<file path="config.mk">
export PLATFORM = sky130hd
export DESIGN_NAME = blk_xfer_seq
export DESIGN_NICKNAME = d
export VERILOG_FILES = /design/src/rtl/blk_xfer_seq.sv
export SDC_FILE = /design/constraint.sdc
export NUM_CORES = 1
export LEC_CHECK = 0
export BUFFER_PORTS_ARGS = -buffer_cell sky130_fd_sc_hd__buf_2
export CAP_MARGIN = 20
export CELL_PAD_IN_SITES_DETAIL_PLACEMENT = 1
export CELL_PAD_IN_SITES_GLOBAL_PLACEMENT = 1
export CORE_UTILIZATION = 45
export CTS_BUF_LIST = sky130_fd_sc_hd__clkbuf_8
export CTS_CLUSTER_DIAMETER = 100
export CTS_CLUSTER_SIZE = 8
export DETAILED_ROUTE_END_ITERATION = 10
export PLACE_DENSITY = 0.95
export SLEW_MARGIN = 40
export SYNTH_ARGS = -nofsm -noshare
export SYNTH_HDL_FRONTEND = slang
export SYNTH_SLANG_ARGS = --single-unit
</file>
<file path="constraint.sdc">
create_clock -name clk -period 3.2 [get_ports clk]
set_clock_uncertainty 0.15 [all_clocks]
set_input_delay 0 -clock clk [delete_from_list [all_inputs] [get_ports clk]]
set_output_delay 0 -clock clk [all_outputs]
set_load 0.02 [all_outputs]
</file>
<file path="src/rtl/blk_xfer_seq.sv">
module blk_xfer_seq #(
  parameter int CNT_W = 16
) (
  input  logic             clk,
  input  logic             rst_n,
  input  logic             start,
  input  logic             multi,
  input  logic             dir_rd,
  input  logic             cnt_en,
  input  logic             auto_stop,
  input  logic             ata_mode,
  input  logic [CNT_W-1:0] blk_count,
  input  logic             host_stop,
  input  logic             blk_done,
  input  logic             stop_ack,
  input  logic             ccs_seen,
  output logic             blk_start,
  output logic             blk_dir,
  output logic             busy,
  output logic             stop_req,
  output logic             ccs_arm,
  output logic             xfer_done,
  output logic             post_done
);

  typedef enum logic [2:0] {S_IDLE, S_ISSUE, S_WAIT, S_STOP, S_CCS} st_t;

  st_t              st;
  logic [CNT_W-1:0] rem;
  logic             multi_q, cnt_q, auto_q, ata_q, halt_q;

  wire counted = multi_q & cnt_q;
  wire last    = !multi_q | (cnt_q ? (rem == CNT_W'(1)) : (halt_q | host_stop));

  assign blk_start = (st == S_ISSUE);
  assign busy      = (st != S_IDLE);
  assign stop_req  = (st == S_STOP);
  assign ccs_arm   = (st == S_CCS);

  always_ff @(posedge clk) begin
    if (!rst_n) begin
      st        <= S_IDLE;
      rem       <= '0;
      multi_q   <= 1'b0;
      cnt_q     <= 1'b0;
      auto_q    <= 1'b0;
      ata_q     <= 1'b0;
      halt_q    <= 1'b0;
      blk_dir   <= 1'b0;
      xfer_done <= 1'b0;
      post_done <= 1'b0;
    end else begin
      xfer_done <= 1'b0;
      post_done <= 1'b0;
      case (st)
        S_IDLE: if (start) begin
          multi_q <= multi;
          cnt_q   <= cnt_en;
          auto_q  <= auto_stop;
          ata_q   <= ata_mode;
          blk_dir <= dir_rd;
          rem     <= blk_count;
          halt_q  <= 1'b0;
          if (multi && cnt_en && blk_count == '0) xfer_done <= 1'b1;
          else                                    st        <= S_ISSUE;
        end
        S_ISSUE: begin
          if (host_stop) halt_q <= 1'b1;
          st <= S_WAIT;
        end
        S_WAIT: begin
          if (host_stop) halt_q <= 1'b1;
          if (blk_done) begin
            if (last) begin
              xfer_done <= 1'b1;
              st <= auto_q ? (ata_q ? S_CCS : S_STOP) : S_IDLE;
            end else begin
              if (counted) rem <= rem - CNT_W'(1);
              st <= S_ISSUE;
            end
          end
        end
        S_STOP: if (stop_ack) begin
          post_done <= 1'b1;
          st        <= S_IDLE;
        end
        S_CCS: if (ccs_seen) begin
          post_done <= 1'b1;
          st        <= S_IDLE;
        end
        default: st <= S_IDLE;
      endcase
    end
  end

  AST_START_PULSE: assert property (@(posedge clk) disable iff (!rst_n) blk_start |=> !blk_start);
  AST_COUNT_LIVE: assert property (@(posedge clk) disable iff (!rst_n) (blk_start && counted) |-> rem != '0);
  AST_STOP_AT_DONE: assert property (@(posedge clk) disable iff (!rst_n) $rose(stop_req) |-> xfer_done);
  AST_ARM_AT_DONE: assert property (@(posedge clk) disable iff (!rst_n) $rose(ccs_arm) |-> xfer_done);
  AST_DONE_PULSE: assert property (@(posedge clk) disable iff (!rst_n) xfer_done |=> !xfer_done);
  AST_DIR_HELD: assert property (@(posedge clk) disable iff (!rst_n) (busy && $past(busy)) |-> $stable(blk_dir));
  AST_POST_IDLE: assert property (@(posedge clk) disable iff (!rst_n) post_done |-> !busy);

endmodule

</file>
==> key figures <==
Global routing
  – Vias in the first global route: 2021
  – Gr usage total: 32.2%
  – First-pass GRT wire length: 10300 µm
  – Largest net degree at the start of global routing: 31
  – Grt ovf: 0
  – Initial antenna violation count: 0

Synth
  – Most frequent cells after synthesis: nand2_1 (33), dfxtp_1 (27), a21oi_1 (24)
  – Yosys warning total: 0
  – Post-synth EDFFs: 0
  – Synth Instances: 227
  – Top FF cell, synth: dfxtp_1
  – Top-count cell post-synth: nand2_1
  – Seq cells post-synth: 27
  – Ys async rst share: 0%
  – Mapped cell area: 1790 µm²
  – Mapped Nets: 257
  – Syn_area_per_cell: 7.89 µm²
  – Sequential share of the synthesized area: 30.2%
  – Unique masters post-synth: 56
  – Top-area cell type share of the netlist area: 30.2%
  – Synth area leaders: dfxtp_1 (30%), nand2_1 (6.9%), a21oi_1 (6.7%)
  – Area leader, netlist: dfxtp_1

Power
  – Reg power frac: 39.9%
  – Clock Power Share: 19.3%
  – Pwr dens: 489 nW/µm²
  – Pwr Total: 1090 µW
  – VDD IR max: 0.000353 V
  – Lkg Pwr: 0.000871 µW
  – Switch Pwr: 457 µW
  – Int Pwr: 634 µW
  – Combinational group share of total power: 40.8%
  – Sw Ratio: 41.9%

Critical path
  – Setup crit end kind: flop
  – Worst setup SP type: input port
  – Req. time, crit path: 3.28 ns
  – CP Class: in2reg
  – Crit path DAT: 2.92 ns
  – Critical path fanouts, max: 22

Layout
  – FF+latch area: 541 µm²
  – Multi-input logic area: 1130 µm²
  – Antenna cells: 0
  – Nets: 308
  – Share of layout cells above drive strength 1: 19.1%
  – Fillers: 489
  – Area Growth Syn to Fin: 24.4%

Detailed routing
  – DRT iter0 DRCs: 172
  – Total Wirelength: 6300 µm
  – Final ANT Viol Nets: 0
  – DR WL/cell: 19.4 µm
  – Drc violations: 0
  – Drt first pass iters: 4
  – Vias: 1993
  – DR vias/cell: 6.13

Placement
  – Port Buf Inserts: 34
  – Detail Placement HPWL: 3700 µm
  – Routability cong.: 0.805

Floorplanning
  – Rows: 22
  – Die H: 65.1 µm
  – Core area: 3740 µm²
  – Initial core utilization: 47.9%
  – Die area: 4240 µm²
  – IO Pins: 35
  – Chip Width: 65.1 µm

STA
  – Max-slew violations: 0
  – Final TNS setup: 0 ns
  – RSZ-0062 raised after global routing: no
  – Final count of hold timing violations: 0
  – Worst Tran Pin Value: 0.744 ns
  – Final period util: 88.7%
  – Fmax: 0.352 GHz
  – Max-slew headroom: 50.1%
  – Final setup fails: 0
  – Min Tclk post-route: 2.84 ns

Clock network
  – PostCTS Resize Cnt: 0
  – TritonCTS Buffers: 3
  – # clock sinks: 27
  – Clock slew at reported path FFs: 0.11 ns
  – Total setup buffers inserted after CTS: 0
  – CTS max path bufs: 2
  – Clock latency on the worst-skew pair: 0.29 ns
  – # H-tree levels: 1
  – CTS Root Cell: clkbuf_8
  – CTS tree: done

Status
  – Outcome: complete, no violations

Hold path
  – HP Class: in2reg

Run
  – Max-Cap Viols: 0
==> worst paths after layout <==
check                           slack, ns  depth (start not counted)                   end                 start
worst min register to register       0.31                          2  blk_dir$_SDFFE_PN0P_  blk_dir$_SDFFE_PN0P_
worst max-delay path                 0.36                          6    st[0]$_SDFFE_PN0P_                 rst_n
worst max register to register       0.71                          6   rem[0]$_SDFFE_PN0P_    st[1]$_SDFFE_PN0P_
worst min-delay path                 0.01                          5   rem[9]$_SDFFE_PN0P_          blk_count[9]
==> placed cells by master (no fill, tap or decap), drive strengths merged, types with 4 or more instances in the layout <==
cell	instances
a211o	4
a21o	4
a21oi	24
buf	35
dfxtp	27
dlygate4sd3	26
inv	4
nand2	33
nand2b	4
nand3	6
nand4	6
nor2	23
nor3	6
nor4	7
o21ai	11
o32ai	5
or3	4
==> per-layer routing <==
metal	vias up	global-route usage, %	part of all wire [%]
met1	954	40.7	43
met5	-	0	0
met3	15	4.69	4.9
met2	81	54.4	50
li1	943	-	-
met4	0	13.9	2.7
==> stage by stage <==
stage | setup slack [ns] | hold WS, ns | util (%) | cell area [µm²] | cells
floorplan | 1.26 | -0.0140 | - | 1790 | 227
global placement | 0.893 | 0.0908 | 51.4 | 1920 | 295
detailed placement | 0.803 | 0.102 | 51.4 | 1920 | 295
CTS | 0.790 | 0.00592 | 59.6 | 2230 | 325
global route | 0.270 | 0.0335 | 59.6 | 2230 | 325
finish | 0.361 | 0.0105 | 59.6 | 2230 | 325
==> cells by family (layout without fill, tap and decap cells) <==
group           Yosys count  count (layout)  share of synthesized area (%)
compound gates           70              70                           28.1
flops                    27              27                           30.2
fa+ha+maj                 2               2                           1.40
mux                       3               3                           1.75
simple gates            105             105                           31.6
buf+inv                  20              70                           6.98
==> layout make-up <==
| cell class | count | share of cell area (%) |
|---|---|---|
| multi-input cells | 180 | 50.5 |
| flip-flops and latches | 27 | 24.2 |
| repair buffers | 61 | 19.6 |
| well taps | 48 | 2.69 |
| clock buffers | 3 | 1.85 |
| inverters | 5 | 0.842 |
| clock inverters | 1 | 0.224 |
==> sequential cells by signal, summed over array words and instances (netlist names) <==
| signal | cells |
|---|---|
| auto_q | 1 |
| st | 3 |
| ata_q | 1 |
| blk_dir | 1 |
| xfer_done | 1 |
| halt_q | 1 |
| multi_q | 1 |
| cnt_q | 1 |
| rem | 16 |
| post_done | 1 |
==> power by group through the flow <==
| stage | sequential, µW | combinational (µW) | clock [µW] |
|---|---|---|---|
| after floorplan | 418 | 327 | 0 |
| after global placement | 433 | 385 | 0 |
| after detailed placement | 437 | 396 | 0 |
| after CTS | 430 | 427 | 204 |
| after global routing | 440 | 482 | 229 |
| final | 435 | 445 | 211 |
==> critical path: stages <==
cell and delay [ns]:
dlygate4sd3_1 0.55, buf_2 0.31, clkinv_1 0.68, or3_1 0.58, a2111oi_0 0.57, a32o_1 0.22
==> repair_timing <==
action / CTS / global route
hold endpoints to repair: 26 / 0
setup endpoints to repair: 0 / 0
hold buffers: 26 / 0
Note: power is estimated with default switching activity, not from simulation.
